<file path="src/rtl/dgp_pkg.sv">
package dgp_pkg;
  typedef enum logic [1:0] {
    CLS_ALU = 2'b00,
    CLS_LSU = 2'b01,
    CLS_FPU = 2'b10,
    CLS_CTL = 2'b11
  } cls_e;

  function automatic logic uses_shared(cls_e c);
    return (c == CLS_LSU) || (c == CLS_FPU);
  endfunction
endpackage

</file>
<file path="src/rtl/dgp_lrp_arb.sv">
module dgp_lrp_arb #(
  parameter int N   = 4,
  parameter int IDW = (N > 1) ? $clog2(N) : 1
) (
  input  logic           clk_i,
  input  logic           rst_ni,
  input  logic [N-1:0]   req_i,
  input  logic           upd_vld_i,
  input  logic [IDW-1:0] upd_idx_i,
  output logic           gnt_vld_o,
  output logic [IDW-1:0] gnt_idx_o
);
  // pri_q[i][j] set: entry i is ahead of entry j
  logic [N-1:0][N-1:0] pri_q;
  logic [N-1:0]        win;

  always_ff @(posedge clk_i or negedge rst_ni) begin
    if (!rst_ni) begin
      for (int i = 0; i < N; i++)
        for (int j = 0; j < N; j++)
          pri_q[i][j] <= (i < j);
    end else if (upd_vld_i) begin
      for (int i = 0; i < N; i++)
        for (int j = 0; j < N; j++)
          if (i != j) begin
            if (upd_idx_i == IDW'(i))      pri_q[i][j] <= 1'b0;
            else if (upd_idx_i == IDW'(j)) pri_q[i][j] <= 1'b1;
          end
    end
  end

  always_comb begin
    win = '0;
    for (int i = 0; i < N; i++) begin
      win[i] = req_i[i];
      for (int j = 0; j < N; j++)
        if (j != i && req_i[j] && !pri_q[i][j]) win[i] = 1'b0;
    end
  end

  always_comb begin
    gnt_idx_o = '0;
    for (int i = 0; i < N; i++)
      if (win[i]) gnt_idx_o = IDW'(i);
  end

  assign gnt_vld_o = |req_i;
endmodule

</file>
<file path="src/rtl/dgp_resolver.sv">
module dgp_resolver
  import dgp_pkg::*;
(
  input  logic           clk_i,
  input  logic           rst_ni,
  input  logic [1:0]     dec_vld_i,
  input  cls_e [1:0]     dec_cls_i,
  output logic [1:0]     issue_o,
  output logic [1:0]     stall_o
);
  logic prio_q;  // 0: group 0 wins next conflict
  logic clash;

  assign clash = dec_vld_i[0] && dec_vld_i[1] && uses_shared(dec_cls_i[0])
               && (dec_cls_i[0] == dec_cls_i[1]);

  assign stall_o[0] = clash && prio_q;
  assign stall_o[1] = clash && !prio_q;
  assign issue_o    = dec_vld_i & ~stall_o;

  always_ff @(posedge clk_i or negedge rst_ni) begin
    if (!rst_ni)    prio_q <= 1'b0;
    else if (clash) prio_q <= ~prio_q;
  end
endmodule

</file>
<file path="src/rtl/dual_group_picker.sv">
module dual_group_picker
  import dgp_pkg::*;
#(
  parameter int THREADS = 8,
  parameter int CLS_W   = 2
) (
  input  logic                          clk_i,
  input  logic                          rst_ni,
  input  logic [THREADS-1:0]            ready_i,
  input  logic [THREADS*CLS_W-1:0]      cls_i,
  output logic [1:0]                    pick_vld_o,
  output logic [2*$clog2(THREADS)-1:0]  pick_tid_o,
  output logic [2*$clog2(THREADS)-1:0]  dec_tid_o,
  output logic [1:0]                    issue_o,
  output logic [1:0]                    stall_o
);
  localparam int GROUPS  = 2;
  localparam int PER_GRP = THREADS / GROUPS;
  localparam int LIDW    = (PER_GRP > 1) ? $clog2(PER_GRP) : 1;
  localparam int TIDW    = $clog2(THREADS);

  logic [GROUPS-1:0] dec_vld_q;
  cls_e [GROUPS-1:0] dec_cls_q;
  logic [LIDW-1:0]   dec_lidx_q [GROUPS];

  for (genvar g = 0; g < GROUPS; g++) begin : g_grp
    logic [PER_GRP-1:0] req;
    logic               gnt_vld;
    logic [LIDW-1:0]    gnt_idx;
    logic [CLS_W-1:0]   gnt_cls;

    // a holding group does not pick
    assign req = ready_i[g*PER_GRP +: PER_GRP] & {PER_GRP{~stall_o[g]}};

    dgp_lrp_arb #(.N(PER_GRP), .IDW(LIDW)) u_arb (
      .clk_i     (clk_i),
      .rst_ni    (rst_ni),
      .req_i     (req),
      .upd_vld_i (issue_o[g]),
      .upd_idx_i (dec_lidx_q[g]),
      .gnt_vld_o (gnt_vld),
      .gnt_idx_o (gnt_idx)
    );

    assign gnt_cls = cls_i[(g*PER_GRP + int'(gnt_idx))*CLS_W +: CLS_W];
    assign pick_vld_o[g] = gnt_vld;
    assign pick_tid_o[g*TIDW +: TIDW] = TIDW'(g*PER_GRP) + TIDW'(gnt_idx);
    assign dec_tid_o[g*TIDW +: TIDW]  = TIDW'(g*PER_GRP) + TIDW'(dec_lidx_q[g]);

    always_ff @(posedge clk_i or negedge rst_ni) begin
      if (!rst_ni) begin
        dec_vld_q[g]  <= 1'b0;
        dec_lidx_q[g] <= '0;
        dec_cls_q[g]  <= CLS_ALU;
      end else if (!stall_o[g]) begin
        dec_vld_q[g]  <= gnt_vld;
        dec_lidx_q[g] <= gnt_idx;
        dec_cls_q[g]  <= cls_e'(gnt_cls[1:0]);
      end
    end
  end

  dgp_resolver u_res (
    .clk_i     (clk_i),
    .rst_ni    (rst_ni),
    .dec_vld_i (dec_vld_q),
    .dec_cls_i (dec_cls_q),
    .issue_o   (issue_o),
    .stall_o   (stall_o)
  );
endmodule

</file>
<file path="config.mk">
export PLATFORM = sky130hd
export DESIGN_NAME = dual_group_picker
export DESIGN_NICKNAME = d
export VERILOG_FILES = /design/src/rtl/dgp_pkg.sv /design/src/rtl/dgp_lrp_arb.sv /design/src/rtl/dgp_resolver.sv /design/src/rtl/dual_group_picker.sv
export SDC_FILE = /design/constraint.sdc
export NUM_CORES = 1
export LEC_CHECK = 0
export BUFFER_PORTS_ARGS = -buffer_cell sky130_fd_sc_hd__clkbuf_2
export CAP_MARGIN = 20
export CORE_MARGIN = 1.5
export CORE_UTILIZATION = 25
export DETAILED_ROUTE_END_ITERATION = 10
export PLACE_DENSITY = 0.42
export SLEW_MARGIN = 15
export SYNTH_ARGS = -nofsm -noshare
export SYNTH_HDL_FRONTEND = slang
export SYNTH_SLANG_ARGS = --single-unit
</file>
<file path="constraint.sdc">
create_clock -name clk_i -period 3.09 [get_ports clk_i]
set_input_delay 0.309 -clock clk_i [delete_from_list [all_inputs] [get_ports clk_i]]
set_output_delay 0.309 -clock clk_i [all_outputs]
set_load 0.03 [all_outputs]
</file>
Word-level counts from Yosys, hierarchy flattened. Cells that the tools add are included.

Input port bits: 26. Register bits after elaboration: 29. Logic and storage cells: 167.

Equality and inequality tests: 9. Reduce and logical (&&, ||, !) cells: 71. $add $sub $neg: 3. Bitwise gates (word level): 7. Mux-type cells: 50. Shift operators: 2.

Operators with widths (number): 1-bit 2-to-1 mux (46); 2-bit AND reduction (12); 2-bit nonzero test (12); 1-bit logical AND (23); 1-bit zero test (19); 16-bit by 4-bit indexed part select with 2-bit output (1); 16-bit by 6-bit indexed part select with 2-bit output (1); 2-bit == test, second input constant (5); 4-bit AND (2); 2-bit 2-to-1 mux (4); 4-bit OR reduction (2); 3-bit by 2-bit adder with 3-bit output, first input constant (2); 2-bit by 1-bit == test with 1-bit output, second input constant (3); 3-bit by 2-bit adder with 4-bit output, first input constant (1); 2-bit zero test (2); 1-bit inverter (3); 2-bit AND (1); 2-bit == test (1); 2-bit inverter (1); 1-bit logical OR (1).

Depth between registers and ports, before layout.
Depth after elaboration: 16. Mapped depth: 7.

Cells and area by module. From an unflattened synthesis, not the netlist that was laid out.

Cells, all modules: 170. Area, all modules: 1740.4 um^2.

Modules (own cells, without submodules): dgp_lrp_arb (area each 494.2 um^2, cells an instance 51, instances 2); dual_group_picker (area each 645.6 um^2, cells an instance 58, instances 1); dgp_resolver (area each 106.4 um^2, cells an instance 10, instances 1).

Worst setup path before layout. OpenSTA, ideal clock, no wires.

Path type: register -> output. Start: reg dec_cls_q[2] (netlist name). End: out pick_tid_o[0]. Setup slack: 1196 ps. Stages on the path, launching flop included: 5. Arrival time: 1585 ps. Buffers on the path: 0. Cells stage by stage: dfrtp_1 and4bb_4 o2111ai_4 inv_1 nor2_1.

Word-level cells in the longest chain between the ends: 12. Elaborated cells between the ends (all ways): 26. Classes of those cells: eq/ne: 1; mux: 12; bitwise: 2; reduce/logical: 11.

RTL lines: from (decl) (RTL line dual_group_picker.sv:23) `cls_e [GROUPS-1:0] dec_cls_q;`; from (signal, indexed assignment) (RTL line dual_group_picker.sv:58) `dec_cls_q[g] <= cls_e'(gnt_cls[1:0]);`; 2-bit == test * (RTL line dgp_resolver.sv:15) `&& (dec_cls_i[0] == dec_cls_i[1]);`; 1-bit logical AND * (RTL line dgp_resolver.sv:15); 1-bit logical AND * (RTL line dgp_resolver.sv:17) `assign stall_o[0] = clash && prio_q;`; via stall_o[0] (RTL line dual_group_picker.sv:15) `output logic [1:0] stall_o`; 1-bit inverter * (RTL line dual_group_picker.sv:33) `assign req = ready_i[g*PER_GRP +: PER_GRP] & {PER_GRP{~stall_o[g]}};`; 4-bit AND * (RTL line dual_group_picker.sv:33); 1-bit logical AND (RTL line dgp_lrp_arb.sv:37) `if (j != i && req_i[j] && !pri_q[i][j]) win[i] = 1'b0;`; 1-bit 2-to-1 mux (3 in series) (RTL line dgp_lrp_arb.sv:37); 1-bit 2-to-1 mux (RTL line dgp_lrp_arb.sv:44) `if (win[i]) gnt_idx_o = IDW'(i);`; 2-bit 2-to-1 mux (RTL line dgp_lrp_arb.sv:44); 2-bit 2-to-1 mux * (RTL line dgp_lrp_arb.sv:44); to (decl) (RTL line dual_group_picker.sv:12) `output logic [2*$clog2(THREADS)-1:0] pick_tid_o,`.

Mark *: on every way through the listed nets, which the timed path passes. The rest lies on a longest branch.

Worst setup path after layout.
Start: reg dec_cls_q[1] (netlist name). End: out issue_o[1].

Word-level cells in the longest chain between the ends: 7. Elaborated cells between the ends (all ways): 9. Classes of those cells: eq/ne: 3; bitwise: 2; reduce/logical: 4.

RTL lines: 2-bit by 1-bit == test with 1-bit output or 2-bit == test (tied branches) (RTL line dgp_pkg.sv:10) `return (c == CLS_LSU) || (c == CLS_FPU);`; 1-bit logical OR (RTL line dgp_pkg.sv:10); 1-bit logical AND (RTL line dgp_resolver.sv:14) `assign clash = dec_vld_i[0] && dec_vld_i[1] && uses_shared(dec_cls_i[0])`; 1-bit logical AND * (RTL line dgp_resolver.sv:15); 1-bit logical AND * (RTL line dgp_resolver.sv:18) `assign stall_o[1] = clash && !prio_q;`; 2-bit inverter * (RTL line dgp_resolver.sv:19) `assign issue_o = dec_vld_i & ~stall_o;`; 2-bit AND * (RTL line dgp_resolver.sv:19); to (decl) (RTL line dual_group_picker.sv:14) `output logic [1:0] issue_o,`.

Every way passes the cells marked *; elsewhere a longest branch is shown, timed or not.

==> flow_summary.json <==
{
  "count_of_tritonroute_iterations_in_the_first_routing_pass": 8,
  "preCtsSetupSlack_ps": 1200,
  "final.min_clock_period_ps": 2170,
  "grt_pass1_wl_mm": 6.20,
  "cts_root_buf": "clkbuf_8",
  "power.switching_fraction_pct": 41.8,
  "post-layout-total-power_mw": 2.12,
  "post_cts_sizing": 0,
  "fin_worst_skew_ps": 8.61,
  "worst_ep_required_time_ps": 2780,
  "holdWs_ps": 73.9,
  "post-cts-setup-buffer-count": 0,
  "area_delta_synth_final_pct": 20.0,
  "num_vias": 1324,
  "fin_setup_tns_ps": 0,
  "floorplan.io_pins": 44,
  "globalRouteTotalUtil_pct": 11.2,
  "rsz0062_at_grt": "false",
  "cap_violations": 0,
  "mappedNetlistArea_um2": 1680,
  "p_leak_nw": 0.928,
  "post_layout_nonfiller_instances": 284,
  "clk_latency_ps": 290,
  "utilization_pct": 31.4,
  "postSynthRegisterBits": 29,
  "timing.critical_path.buf_inv": 2,
  "place_hpwl_mm": 2.92,
  "power.sequential.fraction_pct": 34.0,
  "status": "finished, violations left",
  "layout-drive-gt1-share_pct": 32.9,
  "critPathKind": "reg2out",
  "worst_path_max_delay_cell": "dfrtp_1",
  "die_width_um": 85.0,
  "achievable-frequency_mhz": 460,
  "row_count": 29,
  "synth_edf_count": 0,
  "pwr_density_cell_nw_per_um2": 1050,
  "worstMarginPinSlew_ps": 759,
  "grt_pass1_vias": 1278,
  "drv_slew": 0,
  "synth.yosys.warnings": 0,
  "synthesis.area_per_instance_um2": 10.0,
  "cts_buffer_depth": 2,
  "clock_power_share_pct": 19.6,
  "failed_checks": "DRC",
  "final-hold-violation-count": 0,
  "grt_max_degree": 30,
  "placedCellCount": 276,
  "drt-vias-per-instance": 4.66,
  "cts-hold-fix-buffers": 0,
  "holdCritPathClass": "in2async",
  "route.detailed.wl_per_inst_um": 13.5,
  "io_buffers": 39,
  "clkTransAtPathRegs_ps": 70,
  "grt_overflow": 0,
  "floorplan.die.height_um": 85.0,
  "critical_path.endpoint_type": "primary output",
  "floorplan.initialDensity_pct": 26.2,
  "gpl_congestion": 0.744,
  "deepest_level_of_the_cts_h_tree": 2,
  "path_delay_family": "buffers and inverters",
  "core_area_um2": 6420,
  "path_cells": "and4bb_4, o2111ai_4, nand2_2, inv_2, clkbuf_2",
  "drt_first_iter_violations": 50,
  "netlist-cell-type-count": 34,
  "synth_sequential_area_ratio_pct": 43.6,
  "final_design_area_no_fill_um2": 2020,
  "cell_count_after_synthesis": 168,
  "timing.slew.headroom_pct": 49.4,
  "internal_power_mw": 1.23,
  "cts_buffers": 5,
  "synthArstFlopShare_pct": 100,
  "die_area_um2": 7230,
  "synth-main-ff-cell": "dfrtp_1",
  "antenna_violating_nets_post_route": 0,
  "layout_setup_ws_ps": 915,
  "tritoncts": "done",
  "worst_setup_path_start_kind": "register",
  "comb_power_share_pct": 46.5,
  "cts.sinks": 29,
  "drc": 6,
  "path_max_fanout": 16,
  "slowest_delay_ps": 410,
  "setup-violations-final": 0,
  "worst_ep_arrival_time_ps": 1870,
  "power.switching_mw": 0.886,
  "grt_antenna_before_repair": 0,
  "antenna-diode-count": 0,
  "placed_area_um2": 1900,
  "layout_worst_path_cycle_share_pct": 70.4,
  "ir_worst_vdd_v": 0.000436,
  "totalWireLength_mm": 3.83,
  "final_net_count": 240
}
[kinds of logic after synthesis]
logic type	count (synthesis)	synth area share, %
AO/OA/AOI/OAI	59	25.4
adder cells (fa/ha/maj)	8	5.95
buffers and inverters	25	8.18
flip-flops	29	43.6
multiplexers	6	3.87
other	2	0.446
AND/OR/NAND/NOR	39	12.6
[power groups by stage]
stage	Combinational (mW)	Clock [mW]	Sequential (mW)
6_report	0.984	0.414	0.719
5_1_grt	1.09	0.444	0.744
4_1_cts	0.995	0.428	0.724
3_5_place_dp	0.991	0	0.728
3_3_place_gp	0.995	0	0.729
2_1_floorplan	0.751	0	0.733
[cells in the final DEF, fill, tap and decap left out, types with 2 or more instances in the layout]
cell type,instances
inv_2,2
mux2i_1,2
nor2_1,10
clkbuf_2,39
mux2_2,4
o31ai_1,3
inv_1,12
dfrtp_1,23
o2111ai_4,2
o2111ai_1,6
and4bb_4,2
o22ai_1,2
o2111a_1,2
ha_1,8
o21ai_0,4
nor4_1,2
clkbuf_8,6
conb_1,4
nand2b_1,12
o21a_1,2
a21oi_1,28
o221ai_1,2
nand2_1,11
dfstp_2,6
a31oi_1,2
[layout make-up]
cell class	count	area, µm²
Sequential cell	29	733
Clock inverter	1	30.0
Fill cell	674	4400
Tap cell	77	96.3
Timing Repair Buffer	39	195
Multi-Input combinational cell	116	820
Clock buffer	7	86.3
Inverter	15	58.8
[registers in the layout, indices dropped and copies added, names as in the netlist]
register           count
dec_cls_q              4
dec_lidx_q             4
dec_vld_q              2
g_grp.u_arb.pri_q     18
u_res.prio_q           1
[final timing paths]
path	from	to	slack, ps	cells past startpoint
max	dec_cls_q[1]	issue_o[1]	920	5
min	rst_ni	dec_cls_q[1]	70	1
max reg2reg	dec_cls_q[1]	dec_cls_q[3]	1400	6
min reg2reg	dec_cls_q[2]	dec_cls_q[3]	520	1
max in group asynchronous	rst_ni	g_grp[1].u_arb.pri_q[13]	2520	1
min in group clk_i	ready_i[7]	dec_vld_q[1]	290	3
[synthesized netlist by cell type (2+ instances only)]
library cell / number / area [µm²]
a21oi_1: 28 / 140
a31oi_1: 2 / 12.5
and4bb_4: 2 / 32.5
buf_4: 9 / 67.6
conb_1: 2 / 7.51
dfrtp_1: 23 / 576
dfstp_2: 6 / 158
ha_1: 8 / 100
inv_1: 12 / 45.0
inv_2: 2 / 7.51
mux2_2: 4 / 45.0
mux2i_1: 2 / 20.0
nand2_1: 11 / 41.3
nand2b_1: 12 / 75.1
nor2_1: 10 / 37.5
nor4_1: 2 / 12.5
o2111a_1: 2 / 22.5
o2111ai_1: 6 / 52.6
o2111ai_4: 2 / 52.6
o21a_1: 2 / 15.0
o21ai_0: 4 / 20.0
o221ai_1: 2 / 17.5
o22ai_1: 2 / 12.5
o31ai_1: 3 / 22.5
[layer usage]
| layer | GRT usage (%) | vias to the layer above | part of all wire [%] |
|---|---|---|---|
| li1 | - | 663 | - |
| met1 | 13.7 | 610 | 46 |
| met2 | 17.9 | 43 | 45 |
| met3 | 3.31 | 8 | 6.7 |
| met4 | 5.37 | 0 | 2.0 |
| met5 | 0 | - | 0 |
Note: power is estimated with default switching activity, not from simulation.
